$ cat src/rtl/xsa_pkg.sv
package xsa_pkg;

  typedef enum logic [2:0] {
    PK_PGNUM = 3'd0,
    PK_TIME  = 3'd1,
    PK_X31   = 3'd2,
    PK_X26   = 3'd3,
    PK_X27   = 3'd4,
    PK_X28   = 3'd5,
    PK_P829  = 3'd6,
    PK_P830  = 3'd7
  } pkt_kind_e;

endpackage

$ cat src/rtl/xsa_rst_sync.sv
module xsa_rst_sync (
  input  logic clk,
  input  logic rst_n,
  output logic rst_sync_n
);

  logic [1:0] sync_q;

  always_ff @(posedge clk or negedge rst_n) begin
    if (!rst_n) sync_q <= 2'b00;
    else        sync_q <= {sync_q[0], 1'b1};
  end

  assign rst_sync_n = sync_q[1];

endmodule

$ cat src/rtl/xsa_slot_ctr.sv
module xsa_slot_ctr #(
  parameter int MAX_SLOTS = 23,
  parameter int CNT_W     = $clog2(MAX_SLOTS + 1)
) (
  input  logic             clk,
  input  logic             rst_n,
  input  logic             clr,
  input  logic             adv,
  output logic [CNT_W-1:0] cnt,
  output logic             full
);

  logic [CNT_W-1:0] cnt_q, cnt_d;
  logic             cnt_en;

  assign full = (cnt_q == CNT_W'(MAX_SLOTS));

  always_comb begin
    cnt_en = clr || (adv && !full);
    cnt_d  = cnt_q;
    if (clr)             cnt_d = '0;
    else if (adv && !full) cnt_d = cnt_q + CNT_W'(1);
  end

  always_ff @(posedge clk or negedge rst_n) begin
    if (!rst_n)      cnt_q <= '0;
    else if (cnt_en) cnt_q <= cnt_d;
  end

  assign cnt = cnt_q;

endmodule

$ cat src/rtl/xsa_addr_map.sv
module xsa_addr_map
  import xsa_pkg::*;
#(
  parameter int         PKT_BYTES  = 40,
  parameter int         TAG_BYTES  = 8,
  parameter int         STORE_AW   = 10,
  parameter int         SLOT_BASE  = 24,
  parameter int         P829_OFS   = 944,
  parameter int         P830_OFS   = 984,
  parameter logic [3:0] STORE_MASK = 4'b0010,
  parameter int         IDX_W      = 6,
  parameter int         CNT_W      = 5
) (
  input  logic [2:0]          kind,
  input  logic [IDX_W-1:0]    idx,
  input  logic [3:0]          desig,
  input  logic                chan,
  input  logic [CNT_W-1:0]    cnt,
  input  logic                full,
  input  logic                inh_hdr,
  input  logic                inh_p29,
  output logic                accept,
  output logic                is_ext,
  output logic [STORE_AW:0]   addr
);

  localparam logic [IDX_W-1:0] TAG_LIM = IDX_W'(TAG_BYTES);
  localparam logic [IDX_W-1:0] PKT_LIM = IDX_W'(PKT_BYTES);

  pkt_kind_e           k;
  logic [STORE_AW-1:0] ofs;
  logic                store;
  logic                idx_tag_ok, idx_pkt_ok;

  assign k          = pkt_kind_e'(kind);
  assign idx_tag_ok = (idx < TAG_LIM);
  assign idx_pkt_ok = (idx < PKT_LIM);

  always_comb begin
    ofs    = '0;
    store  = chan;
    accept = 1'b0;
    is_ext = 1'b0;
    unique case (k)
      PK_PGNUM, PK_TIME, PK_X31: begin
        ofs    = STORE_AW'(kind) * STORE_AW'(TAG_BYTES) + STORE_AW'(idx);
        accept = idx_tag_ok && !(inh_hdr && (k != PK_X31));
      end
      PK_X26, PK_X27, PK_X28: begin
        is_ext = 1'b1;
        ofs    = STORE_AW'(SLOT_BASE) + STORE_AW'(cnt) * STORE_AW'(PKT_BYTES)
               + STORE_AW'(idx);
        accept = idx_pkt_ok && !full;
      end
      PK_P829: begin
        ofs    = STORE_AW'(P829_OFS) + STORE_AW'(idx);
        accept = idx_pkt_ok && !inh_p29;
      end
      PK_P830: begin
        ofs    = STORE_AW'(P830_OFS) + STORE_AW'(idx);
        store  = |(desig & STORE_MASK);
        accept = idx_pkt_ok;
      end
      default: ;
    endcase
  end

  assign addr = {store, ofs};

endmodule

$ cat src/rtl/xpkt_store_alloc.sv
module xpkt_store_alloc #(
  parameter int         PKT_BYTES   = 40,
  parameter int         MAX_SLOTS   = 23,
  parameter int         TAG_BYTES   = 8,
  parameter int         STORE_AW    = 10,
  parameter int         SLOT_BASE   = 24,
  parameter int         P829_OFS    = 944,
  parameter logic [3:0] STORE_MASK  = 4'b0010
) (
  input  logic                clk,
  input  logic                rst_n,
  input  logic                req_valid,
  input  logic                req_chan,
  input  logic [2:0]          req_kind,
  input  logic [3:0]          req_desig,
  input  logic [5:0]          req_idx,
  input  logic                hdr_valid,
  input  logic                hdr_chan,
  input  logic                inh_hdr,
  input  logic                inh_p29,
  output logic                addr_valid,
  output logic [STORE_AW:0]   addr,
  output logic                discard
);

  localparam int STORE_BYTES = 1 << STORE_AW;
  localparam int P830_OFS    = STORE_BYTES - PKT_BYTES;
  localparam int IDX_W       = 6;
  localparam int CNT_W       = $clog2(MAX_SLOTS + 1);
  localparam int NCHAN       = 2;

  logic                         rst_q_n;
  logic [NCHAN-1:0][CNT_W-1:0]  slot_cnt;
  logic [NCHAN-1:0]             slot_full;
  logic [NCHAN-1:0]             slot_clr, slot_adv;
  logic                         map_accept, map_is_ext;
  logic [STORE_AW:0]            map_addr;
  logic                         last_byte;

  logic                         addr_valid_q, addr_valid_d;
  logic                         discard_q, discard_d;
  logic [STORE_AW:0]            addr_q, addr_d;
  logic                         addr_en;

  xsa_rst_sync u_rst (
    .clk        (clk),
    .rst_n      (rst_n),
    .rst_sync_n (rst_q_n)
  );

  assign last_byte = (req_idx == IDX_W'(PKT_BYTES - 1));

  for (genvar c = 0; c < NCHAN; c++) begin : g_chan
    assign slot_clr[c] = hdr_valid && (hdr_chan == c[0]);
    assign slot_adv[c] = req_valid && map_accept && map_is_ext && last_byte
                         && (req_chan == c[0]);
    xsa_slot_ctr #(
      .MAX_SLOTS (MAX_SLOTS),
      .CNT_W     (CNT_W)
    ) u_ctr (
      .clk   (clk),
      .rst_n (rst_q_n),
      .clr   (slot_clr[c]),
      .adv   (slot_adv[c]),
      .cnt   (slot_cnt[c]),
      .full  (slot_full[c])
    );
  end

  xsa_addr_map #(
    .PKT_BYTES  (PKT_BYTES),
    .TAG_BYTES  (TAG_BYTES),
    .STORE_AW   (STORE_AW),
    .SLOT_BASE  (SLOT_BASE),
    .P829_OFS   (P829_OFS),
    .P830_OFS   (P830_OFS),
    .STORE_MASK (STORE_MASK),
    .IDX_W      (IDX_W),
    .CNT_W      (CNT_W)
  ) u_map (
    .kind    (req_kind),
    .idx     (req_idx),
    .desig   (req_desig),
    .chan    (req_chan),
    .cnt     (slot_cnt[req_chan]),
    .full    (slot_full[req_chan]),
    .inh_hdr (inh_hdr),
    .inh_p29 (inh_p29),
    .accept  (map_accept),
    .is_ext  (map_is_ext),
    .addr    (map_addr)
  );

  always_comb begin
    addr_valid_d = req_valid && map_accept;
    discard_d    = req_valid && !map_accept;
    addr_en      = req_valid && map_accept;
    addr_d       = map_addr;
  end

  always_ff @(posedge clk or negedge rst_q_n) begin
    if (!rst_q_n) begin
      addr_valid_q <= 1'b0;
      discard_q    <= 1'b0;
    end else begin
      addr_valid_q <= addr_valid_d;
      discard_q    <= discard_d;
    end
  end

  always_ff @(posedge clk or negedge rst_q_n) begin
    if (!rst_q_n)     addr_q <= '0;
    else if (addr_en) addr_q <= addr_d;
  end

  assign addr_valid = addr_valid_q;
  assign discard    = discard_q;
  assign addr       = addr_q;

endmodule

$ cat config.mk
export PLATFORM = sky130hd
export DESIGN_NAME = xpkt_store_alloc
export DESIGN_NICKNAME = d
export VERILOG_FILES = /design/src/rtl/xsa_pkg.sv /design/src/rtl/xsa_rst_sync.sv /design/src/rtl/xsa_slot_ctr.sv /design/src/rtl/xsa_addr_map.sv /design/src/rtl/xpkt_store_alloc.sv
export SDC_FILE = /design/constraint.sdc
export NUM_CORES = 1
export LEC_CHECK = 0
export ABC_AREA = 1
export BUFFER_PORTS_ARGS = -buffer_cell sky130_fd_sc_hd__buf_2
export CORE_UTILIZATION = 40
export CTS_BUF_LIST = sky130_fd_sc_hd__clkbuf_8
export DETAILED_ROUTE_END_ITERATION = 8
export PLACE_DENSITY = 0.58
export SLEW_MARGIN = 20
export SYNTH_ARGS = -nofsm -noshare
export SYNTH_HDL_FRONTEND = slang
export SYNTH_SLANG_ARGS = --single-unit
$ cat constraint.sdc
create_clock -name clk -period 0.8 [get_ports clk]
set_input_delay 0.12 -clock clk [delete_from_list [all_inputs] [get_ports clk]]
set_output_delay 0.12 -clock clk [all_outputs]
set_load 0.005 [all_outputs]
==> metrics.md, run 1 <==
| Metric | Value |
|---|---|
| Synth top area share | 0.3100 |
| CTS root buffer | clkbuf_8 |
| Die ar. | 5333 µm² |
| Hold endpoint | addr[1] |
| Initial Utilization | 0.4217 |
| Area Growth Syn to Fin | 57.66% |
| FF-to-FF End | addr[9] |
| Worst-path cell chain | or2_4, o21ai_4, inv_2, ha_4, ha_4, fa_1, inv_2, nor2_4, nand2_1, a21oi_2, nand2_1, nand2_1, nand2_1, nand2_1 |
| Antenna fix cells | 0 |
| Sequential fraction of the synthesis area | 0.3100 |
| Largest net degree at the start of global routing | 24 |
| CTS tree | done |
| Worst-path fanout max | 3 |
| Max-capacitance violation count | 0 |
| Avg Synthesized Cell Area | 7.822 µm² |
| Synth Register Bits | 25 |
| Final Setup Violations | 36 |
| Reg2reg path depth | 14 |
| Comb power frac | 0.401 |
| Worst-path clk slew | 0.10 ns |
| Static Leak | 1.662 nW |
| F_max | 446.7 MHz |
| RSZ-0062 raised after global routing | true |
| Final GP Congestion | 0.8538 |
| Top_reg_cell synth | dfrtp_1 |
| Yosys cell types | 36 |
| Synth warn | 0 |
| Final max-slew violation count | 0 |
| Slowest CP cell | fa_1 |
| 1st-iter DRT viols | 86 |
| DIE HEIGHT | 73.03 µm |
| Largest stage delay on the critical path | 0.51 ns |
| PwrDens | 1187 nW/µm² |
| Final WL | 5.272 mm |
| Share of layout cells above drive strength 1 | 0.4958 |
| Clock network latency to the later pin of the worst-skew pair | 0.27 ns |
| Syn Nets | 305 |
| Worst Setup Start Kind | flip-flop |
| Placement Setup Slack | -1.477 ns |
| Seq pwr share | 0.389 |
| WP buf/inv | 2 |
| DIE WIDTH | 73.03 µm |
| FFs w/ async S/R, synth | 1.000 |
| Post-DP HPWL | 3.817 mm |
| Most numerous cell in the Yosys netlist | nand2_1 |
| Net Sw Frac | 0.3295 |
| HP Class | in -> reg |
| Hold Crit Depth | 3 |
| Htree depth | 1 |
| CP required | 1.02 ns |
| Syn Inst Count | 258 |
| Status | finished with violations |
| Worst path arrival time | 2.46 ns |
| Num CTS Buffers | 3 |
| Int Pwr | 0.002532 W |
| Largest area contributor in the netlist | dfrtp_1 |
| Cell Area, Synth | 2018 µm² |
| Core area | 4786 µm² |
| Top cells by area, synth | dfrtp_1, ha_1, nand2_1 |
| Final Hold Vio Count | 0 |
| I/O pins | 34 |
| Vias post-DR | 1,968 |
| Worst VDD drop | 639.9 µV |
| Global route total overflow | 0 |
| Most frequent CP cell | nand2_1 |
| I/O Buffers | 30 |
| Overall Power | 0.003776 W |
| Flop2flop setup slack | -1.44 ns |
| Drt via density | 4.620 |
| Violated checks | setup timing |
| CTS max path bufs | 2 |
| Crit path time final | 2.239 ns |
| Fin nets | 407 |
| Antenna violations before repair | 0 |
| Switching power | 0.001244 W |
| Crit end category | flip-flop |
| Layout Skew | 0.003197 ns |
| Residual DRC count | 0 |
| # rows | 25 |
| Post-synth top cells | nand2_1, inv_1, dfrtp_1, nand3_1, ha_1 |
| Hold Slack | 0.06196 ns |
| Hold path startpoint | req_idx[1] |
| Total GRT Usage | 0.2117 |
| Vias in the first global route | 1,946 |
| Antenna-violating nets left | 0 |
| WS Path Type | reg -> reg |
| Global-route wire length before repair | 8.666 mm |
| Avg WL per Cell | 12.38 µm |
| DRT Pass-1 Iters | 4 |
| Post-route setup slack | -1.439 ns |
| Worst flop-to-flop path startpoint | g_chan[1].u_ctr.cnt[1] |
| Clk sinks | 25 |
| Ratio of final minimum period to clock period | 2.798 |
| Clock share of power | 0.211 |
| Post-synth EDFFs | 0 |
| Top Family by Delay on Critical Path | adder cells |
==> metal layers <==
layer  track usage  part of all wire
met5             0                 0
met1        0.2553              0.45
met3       0.02901             0.021
met4       0.04575             0.010
met2        0.3951              0.52
==> final cells by class <==
cell class / instances / area [µm²]
Clock buffer: 3 / 41.29
Clock inverter: 1 / 7.507
Fill cell: 427 / 1604
Inverter: 38 / 157.7
Multi-Input combinational cell: 195 / 1570
Sequential cell: 25 / 625.6
Tap cell: 67 / 83.83
Timing Repair Buffer: 96 / 679.4
Timing Repair inverter: 1 / 16.27
==> power by group through the flow <==
stage | combinational [W] | sequential, W | clock [W]
floorplan | 0.000546 | 0.00152 | 0
global placement | 0.00103 | 0.00148 | 0
detailed placement | 0.00103 | 0.00149 | 0
CTS | 0.00132 | 0.00146 | 0.000814
global route | 0.00167 | 0.00148 | 0.000877
finish | 0.00151 | 0.00147 | 0.000796
==> cell usage in the layout, fill, tap and decap left out, types with 2 or more instances in the layout <==
| cell type | n |
|---|---|
| a21oi_1 | 9 |
| a21oi_2 | 5 |
| buf_2 | 30 |
| buf_4 | 60 |
| buf_6 | 3 |
| clkbuf_8 | 3 |
| clkinv_8 | 2 |
| dfrtp_1 | 25 |
| fa_1 | 2 |
| ha_1 | 15 |
| ha_4 | 8 |
| inv_1 | 26 |
| inv_2 | 9 |
| nand2_1 | 53 |
| nand2_2 | 15 |
| nand2_4 | 8 |
| nand2_8 | 3 |
| nand3_1 | 16 |
| nand3_2 | 9 |
| nor2_1 | 10 |
| nor2_2 | 2 |
| nor2_4 | 4 |
| o21ai_0 | 3 |
| o21ai_1 | 5 |
| o21ai_2 | 3 |
| or2_4 | 2 |
| xnor2_1 | 3 |
| xor2_1 | 4 |
==> state kept, by name, summed over array words and instances, names as in the netlist <==
| register | count |
|---|---|
| addr | 11 |
| addr_valid | 1 |
| discard | 1 |
| g_chan.u_ctr.cnt | 10 |
| u_rst.sync_q | 2 |
==> per-stage QoR <==
stage | util | area (µm²) | std cells | TNS, ns
final | 0.6648 | 3182 | 426 | -26.12
after global routing | 0.6648 | 3182 | 426 | -29.15
after CTS | 0.6350 | 3039 | 419 | -28.74
after detailed placement | 0.5678 | 2718 | 400 | -25.96
after global placement | 0.5678 | 2718 | 400 | -25.45
after floorplan | - | 2135 | 258 | -19.37
==> logic make-up after synthesis <==
| kind of cell | count (synthesis) | synth area share |
|---|---|---|
| AO/OA/AOI/OAI | 33 | 0.1048 |
| other | 1 | 0.001858 |
| buffers and inverters | 40 | 0.07935 |
| XOR/XNOR | 7 | 0.03038 |
| adder cells (fa/ha/maj) | 26 | 0.1724 |
| AND/OR/NAND/NOR | 126 | 0.3013 |
| flip-flops | 25 | 0.3100 |
==> worst reg2reg max path, cell delays in order, from the launching register on <==
cell     delay, ns
dfrtp_1       0.39
or2_4         0.24
o21ai_4       0.07
inv_2         0.06
ha_4          0.22
ha_4          0.16
fa_1          0.51
inv_2         0.06
nor2_4        0.12
nand2_1       0.07
a21oi_2       0.11
nand2_1       0.05
nand2_1       0.05
nand2_1       0.05
nand2_1       0.05
==> worst max path at each step <==
stage                                 from      end  slack (ns)  cells after the start
floorplan           g_chan[1].u_ctr.cnt[1]  addr[9]       -1.40                     14
global placement    g_chan[1].u_ctr.cnt[1]  addr[9]       -1.44                     14
detailed placement  g_chan[1].u_ctr.cnt[1]  addr[9]       -1.48                     14
CTS                 g_chan[1].u_ctr.cnt[1]  addr[9]       -1.44                     14
global route        g_chan[1].u_ctr.cnt[1]  addr[9]       -1.58                     14
finish              g_chan[1].u_ctr.cnt[1]  addr[9]       -1.44                     14
==> repair_timing <==
item	in CTS	in global routing
gates cloned	3	0
hold endpoints to repair	2	0
setup endpoints to repair	36	36
hold buffers	1	0
setup buffers	13	11
pin swaps	20	22
gates resized for setup	33	31
Power figures use the tool's default switching activity.
==> run 2, diff against run 1 <==
--- a/config.mk
+++ b/config.mk
@@ -10,7 +10,7 @@
 export CORE_UTILIZATION = 40
 export CTS_BUF_LIST = sky130_fd_sc_hd__clkbuf_8
 export DETAILED_ROUTE_END_ITERATION = 8
-export PLACE_DENSITY = 0.58
+export PLACE_DENSITY = 0.56
 export SLEW_MARGIN = 20
 export SYNTH_ARGS = -nofsm -noshare
 export SYNTH_HDL_FRONTEND = slang
==> constraint.sdc (replaced) <==
create_clock -name clk -period 2.11 [get_ports clk]
set_input_delay 0.3165 -clock clk [delete_from_list [all_inputs] [get_ports clk]]
set_output_delay 0.3165 -clock clk [all_outputs]
set_load 0.005 [all_outputs]
==> metrics.md, run 2 (same netlist as run 1, synthesis figures left out) <==
| Metric | Value |
|---|---|
| Fin Setup TNS | -0.8113 ns (+25.31 ns) |
| I/O pins | 34 (unchanged) |
| # rows | 25 (unchanged) |
| Final WL | 4.676 mm (-11%) |
| Most frequent CP cell | ha_4 |
| Post-DP HPWL | 3.823 mm (+0.16%) |
| Static Leak | 1.431 nW (-14%) |
| WP buf/inv | 2 (unchanged) |
| F_max | 426.5 MHz (-4.5%) |
| Top Layer Used | met4 |
| Htree depth | 1 (unchanged) |
| Placement Setup Slack | -0.3891 ns (+1.088 ns) |
| Drt via density | 4.706 (+1.9%) |
| CTS tree | done |
| Ratio of final minimum period to clock period | 1.111 (-1.687) |
| Global-route wire length before repair | 7.824 mm (-9.7%) |
| Clock network latency to the later pin of the worst-skew pair | 0.27 ns (about the same) |
| WL met2 | 2.146 mm (-22%) |
| WS Path Type | reg -> reg |
| Most frequent cells in the layout | nand2_1, buf_2, buf_4, inv_1, dfrtp_1 |
| Clk sinks | 25 (unchanged) |
| Placed cell count | 383 (-4.3%) |
| Max FFs per register | 11 (unchanged) |
| Flop2flop setup slack | -0.23 ns (+1.20 ns) |
| Final Hold Vio Count | 0 (unchanged) |
| Antenna fix cells | 0 (unchanged) |
| Worst path arrival time | 2.52 ns (+0.06 ns) |
| PwrDens | 454.5 nW/µm² (-62%) |
| Final max-slew violation count | 0 (unchanged) |
| Total GRT Usage | 0.1909 (-0.02074) |
| Most common cell after layout, fill and taps aside | nand2_1 |
| HP Class | reg -> async |
| Worst-path clk slew | 0.09 ns (about the same) |
| RSZ-0062 raised after global routing | true |
| DRT Pass-1 Iters | 4 (unchanged) |
| Worst Setup Start Kind | flip-flop |
| Largest net degree at the start of global routing | 24 (unchanged) |
| Die ar. | 5333 µm² (unchanged) |
| Routed length on met1 | 2.370 mm (+0.72%) |
| Antenna violations before repair | 0 (unchanged) |
| Final Setup Violations | 4 (-89%) |
| Status | finished with violations |
| Worst-path fanout max | 3 (unchanged) |
| Worst VDD drop | 230.8 µV (-64%) |
| I/O Buffers | 30 (unchanged) |
| Fin cells | 388 (-8.9%) |
| Crit end category | flip-flop |
| Metal3 WL | 143 µm (+30%) |
| Layout Skew | 0.001422 ns (-0.001775 ns) |
| Num CTS Buffers | 3 (unchanged) |
| Slowest CP cell | dfrtp_1 |
| DIE WIDTH | 73.03 µm (unchanged) |
| Crit path time final | 2.344 ns (+0.1059 ns) |
| Vias post-DR | 1,826 (-7.2%) |
| Vias in the first global route | 1,710 (-12%) |
| CTS max path bufs | 2 (unchanged) |
| Violated checks | setup timing |
| FF-to-FF End | addr[6] |
| Max-capacitance violation count | 0 (unchanged) |
| CTS root buffer | clkbuf_8 |
| Largest stage delay on the critical path | 0.40 ns (-0.11 ns) |
| Residual DRC count | 0 (unchanged) |
| Area Growth Syn to Fin | 34.35% |
| DIE HEIGHT | 73.03 µm (unchanged) |
| 1st-iter DRT viols | 131 (+52%) |
| Avg WL per Cell | 12.05 µm (-2.6%) |
| Final Util | 0.5665 (-0.09830) |
| Antenna-violating nets left | 0 (unchanged) |
| Core area | 4786 µm² (unchanged) |
| Global route total overflow | 0 (unchanged) |
| Share of layout cells above drive strength 1 | 0.3738 (-0.1220) |
| Worst flop-to-flop path startpoint | g_chan[1].u_ctr.cnt[1] |
| Reg2reg path depth | 12 (-2) |
| Initial Utilization | 0.4217 (unchanged) |
| CP required | 2.28 ns (+1.26 ns) |
| Top Family by Delay on Critical Path | adder cells |
| Post-route setup slack | -0.2344 ns (+1.204 ns) |
| Worst-path cell chain | or2_4, o21ai_4, inv_2, ha_4, ha_4, ha_4, buf_4, or2_4, a32oi_2, a32oi_1, nand2_1, nand2_1 |
| Final GP Congestion | 0.8578 (+0.47%) |
| Fin nets | 369 (-9.3%) |
run 2: changes by cell type in the layout (fill, tap and decap cells not counted), sizes merged:
cell / before / now
clkinv: 3 / 2
buf: 95 / 60
nand2: 79 / 77
run 2: power by group:
| group | switching [W] | total (W) | leakage [nW] | internal, W |
|---|---|---|---|---|
| Combinational | 0.000214 | 0.000386 | 1.08 | 0.000172 |
| Clock | 0.000159 | 0.000293 | 0.0217 | 0.000134 |
| Sequential | 0.0000239 | 0.000554 | 0.328 | 0.000530 |
run 2: cell type report:
type                            count  area (µm²)
Sequential cell                    25       625.6
Tap cell                           67       83.83
Clock buffer                        3       41.29
Inverter                           38       143.9
Multi-Input combinational cell    193        1420
Timing Repair Buffer               61       389.1
Fill cell                         467        2074
Clock inverter                      1       7.507
run 2: how the worst max path moves through the flow:
stage	depth (start not counted)	end	slack [ns]	from
after floorplan	14	addr[9]	-0.11	g_chan[1].u_ctr.cnt[1]
after global placement	12	addr[6]	-0.37	req_chan
after detailed placement	12	addr[6]	-0.39	req_chan
after CTS	14	addr[9]	-0.22	g_chan[1].u_ctr.cnt[1]
after global routing	14	addr[8]	-0.33	g_chan[1].u_ctr.cnt[1]
final	12	addr[6]	-0.23	g_chan[1].u_ctr.cnt[1]
run 2: repair_timing:
item,4_1_cts,5_1_grt
resized for setup,10,21
endpoints found under the setup margin,5,10
gates cloned,0,0
hold buffers,1,0
hold endpoints to repair,2,0
pin swaps,10,18
buffers inserted,0,2
run 2: layer usage:
layer,vias up,track usage
met5,-,0
met4,0,0.03268
met3,2,0.02901
met2,31,0.3148
met1,829,0.2667
li1,964,-
run 2: through the flow:
stage | cell area, µm² | hold slack, ns | power (W)
after floorplan | 2106 | 0.02091 | 0.0007706
after global placement | 2542 | 0.1017 | 0.0009135
after detailed placement | 2542 | 0.1043 | 0.0009218
after CTS | 2633 | 0.2361 | 0.001235
after global routing | 2711 | 0.2673 | 0.001311
final | 2711 | 0.2195 | 0.001232
==> run 3, diff against run 2 <==
--- a/config.mk
+++ b/config.mk
@@ -5,10 +5,8 @@
 export SDC_FILE = /design/constraint.sdc
 export NUM_CORES = 1
 export LEC_CHECK = 0
-export ABC_AREA = 1
 export BUFFER_PORTS_ARGS = -buffer_cell sky130_fd_sc_hd__buf_2
 export CORE_UTILIZATION = 40
-export CTS_BUF_LIST = sky130_fd_sc_hd__clkbuf_8
 export DETAILED_ROUTE_END_ITERATION = 8
 export PLACE_DENSITY = 0.56
 export SLEW_MARGIN = 20
==> metrics.md, run 3 <==
| Metric | Value |
|---|---|
| # rows | 25 (unchanged) |
| Reg2reg path depth | 10 (-2) |
| Post-route setup slack | -0.3098 ns (-0.07540 ns) |
| HP Class | reg -> async |
| Sequential fraction of the synthesis area | 0.3117 (+0.001739) |
| Largest net degree at the start of global routing | 24 (unchanged) |
| Flop2flop setup slack | -0.31 ns (-0.08 ns) |
| Antenna-violating nets left | 0 (unchanged) |
| Antenna violations before repair | 0 (unchanged) |
| Max-capacitance violation count | 0 (unchanged) |
| DIE HEIGHT | 72.83 µm (-0.27%) |
| Final max-slew violation count | 0 (unchanged) |
| DIE WIDTH | 72.83 µm (-0.27%) |
| Worst path arrival time | 2.58 ns (+0.06 ns) |
| Final Setup Violations | 5 (+1) |
| Post-synth top cells | dfrtp_1, ha_1, inv_1 |
| Ratio of final minimum period to clock period | 1.147 (+0.03573) |
| Final GP Congestion | 0.8987 (+4.8%) |
| Worst-path cell chain | mux2i_2, inv_1, ha_4, ha_4, fa_2, inv_2, a211oi_2, xnor3_1, o21ai_1, mux2_4 |
| Largest area contributor in the netlist | dfrtp_1 |
| CTS tree | done |
| Fin nets | 307 (-17%) |
| 1st-iter DRT viols | 50 (-62%) |
| Int Pwr | 0.0009005 W (+7.7%) |
| DRT Pass-1 Iters | 4 (unchanged) |
| FF-to-FF End | addr[9] |
| Global-route wire length before repair | 7.866 mm (+0.54%) |
| Fin Setup TNS | -1.238 ns (-0.4264 ns) |
| Worst-path clk slew | 0.09 ns (about the same) |
| Layout Skew | 0.002317 ns (+0.0008951 ns) |
| Post-synth EDFFs | 0 (unchanged) |
| Most frequent CP cell | ha_4 |
| Largest stage delay on the critical path | 0.54 ns (+0.14 ns) |
| CTS root buffer | clkbuf_8 |
| CTS max path bufs | 2 (unchanged) |
| Synth warn | 0 (unchanged) |
| Area Growth Syn to Fin | 39.03% |
| Avg WL per Cell | 14.28 µm (+19%) |
| Die ar. | 5304 µm² (-0.55%) |
| Clk sinks | 25 (unchanged) |
| Placement Setup Slack | -0.5621 ns (-0.1731 ns) |
| Core area | 4786 µm² (unchanged) |
| Worst VDD drop | 341.5 µV (+48%) |
| I/O Buffers | 30 (unchanged) |
| Switching power | 0.0003591 W (-9.4%) |
| Seq pwr share | 0.451 (about the same) |
| Static Leak | 1.365 nW (-4.6%) |
| Crit path time final | 2.420 ns (+0.07539 ns) |
| Final Hold Vio Count | 0 (unchanged) |
| Fin cells | 326 (-16%) |
| Htree depth | 1 (unchanged) |
| Cell Area, Synth | 2007 µm² (-0.56%) |
| PwrDens | 451.4 nW/µm² (-0.68%) |
| Synth Register Bits | 25 (unchanged) |
| Worst-path fanout max | 2 (-1) |
| Violated checks | setup timing |
| F_max | 413.3 MHz (-3.1%) |
| Avg Synthesized Cell Area | 10.40 µm² (+33%) |
| FFs w/ async S/R, synth | 1.000 (unchanged) |
| Clock share of power | 0.234 (-0.003) |
| Syn Nets | 240 (-21%) |
| Most frequent cells in the layout | buf_4, buf_2, dfrtp_1, inv_1 |
| Fill cells | 421 (-9.9%) |
| Clock network latency to the later pin of the worst-skew pair | 0.27 ns (about the same) |
| Slowest CP cell | fa_2 |
| Worst-Margin Slew | 0.4994 ns |
| Net Sw Frac | 0.2851 (-0.03654) |
| Worst Setup Start Kind | flip-flop |
| Slew margin rel. | 0.6658 |
| Top cells by area, synth | dfrtp_1, ha_1, mux2_4 |
| Num CTS Buffers | 3 (unchanged) |
| Syn Inst Count | 193 (-25%) |
| Max FFs per register | 11 (unchanged) |
| Top_reg_cell synth | dfrtp_1 |
| I/O pins | 34 (unchanged) |
| Share of layout cells above drive strength 1 | 0.4672 (+0.09335) |
| Antenna fix cells | 0 (unchanged) |
| WS Path Type | reg -> reg |
| Status | finished with violations |
| Total GRT Usage | 0.1905 (-0.0004735) |
| Crit end category | flip-flop |
| Comb power frac | 0.315 (+0.002) |
| CP required | 2.27 ns (about the same) |
| Global route total overflow | 0 (unchanged) |
| Worst flop-to-flop path startpoint | g_chan[1].u_ctr.cnt[1] |
| Vias in the first global route | 1,706 (-0.23%) |
| Final WL | 4.656 mm (-0.43%) |
| Yosys cell types | 45 (+25%) |
| Post-DP HPWL | 3.714 mm (-2.9%) |
| Drt via density | 4.966 (+5.5%) |
| Most common cell after layout, fill and taps aside | buf_4 |
| Placed cell count | 319 (-17%) |
| RSZ-0062 raised after global routing | true |
| Vias post-DR | 1,619 (-11%) |
| Initial Utilization | 0.4193 (-0.002353) |
| Most numerous cell in the Yosys netlist | dfrtp_1 |
| Synth top area share | 0.3117 (+0.001739) |
| Residual DRC count | 0 (unchanged) |
-- run 3: cell types whose count changed after synthesis, sizes merged, moves of 5 or more --
| cell | change |
|---|---|
| mux2 | +15 |
| nand2 | -67 |
| inv | -19 |
| nor2b | +5 |
| a21oi | -5 |
| o21ai | -5 |
| nand3 | -21 |
-- run 3: power by group through the flow --
stage,clock network [W],registers [W],logic (W)
floorplan,0,0.000587,0.000204
global placement,0,0.000575,0.000359
detailed placement,0,0.000577,0.000362
CTS,0.000310,0.000570,0.000380
global route,0.000319,0.000577,0.000436
finish,0.000295,0.000568,0.000396
-- run 3: kinds of logic after synthesis --
kind of cell,synth area share
mux,0.1209
fa+ha+maj,0.1733
compound gates,0.1259
simple gates,0.1540
other cells,0.001869
flops,0.3117
buf+inv,0.04863
xor+xnor,0.06359
-- run 3: through the flow --
| stage | utilization | cell area [µm²] | total power, W | hold slack [ns] |
|---|---|---|---|---|
| final | 0.5830 | 2790 | 0.001260 | 0.2227 |
| after global routing | 0.5830 | 2790 | 0.001332 | 0.2450 |
| after CTS | 0.5650 | 2704 | 0.001259 | 0.2293 |
| after detailed placement | 0.5383 | 2576 | 0.0009391 | 0.1029 |
| after global placement | 0.5383 | 2576 | 0.0009339 | 0.1011 |
| after floorplan | - | 2123 | 0.0007906 | 0.02091 |
-- run 3: area by class of cell --
class                      instances  area [µm²]  share of cell area
clock inverter                     1       8.758            0.003139
inverter                          17       63.81             0.02287
clock buffer                       3       41.29             0.01480
sequential                        25       625.6              0.2242
multi-input combinational        146        1513              0.5422
tap                               67       83.83             0.03004
timing repair buffer              67       454.2              0.1628
-- run 3: worst max-delay path by stage --
stage | from | endpoint | cells after the start
4_1_cts | g_chan[1].u_ctr.cnt[0] | addr[5] | 8
3_5_place_dp | req_chan | addr[9] | 11
6_report | g_chan[1].u_ctr.cnt[1] | addr[9] | 10
5_1_grt | g_chan[1].u_ctr.cnt[0] | addr[8] | 10
3_3_place_gp | req_chan | addr[9] | 11
2_1_floorplan | req_chan | addr[9] | 10
-- run 3: critical path: cells and delay by family, from the launching register on --
family | cells | cell delay, ns
buf+inv | 2 | 0.15
xor+xnor | 1 | 0.17
flops | 1 | 0.43
mux | 2 | 0.43
fa+ha+maj | 3 | 0.91
compound gates | 2 | 0.21
-- run 3: timing repair --
item                                    in CTS  in global routing
setup buffers                                1                  2
pin swaps                                   11                 10
hold endpoints to repair                     2                  0
endpoints found under the setup margin      11                 12
hold buffers                                 1                  0
resized for setup                           15                 14
-- run 3: routing by layer --
layer,share of wire,GRT usage,vias up
li1,-,-,810
met1,0.46,0.2457,769
met2,0.49,0.3344,38
met3,0.045,0.04282,2
met4,0.0032,0.02397,0
met5,0,0,-
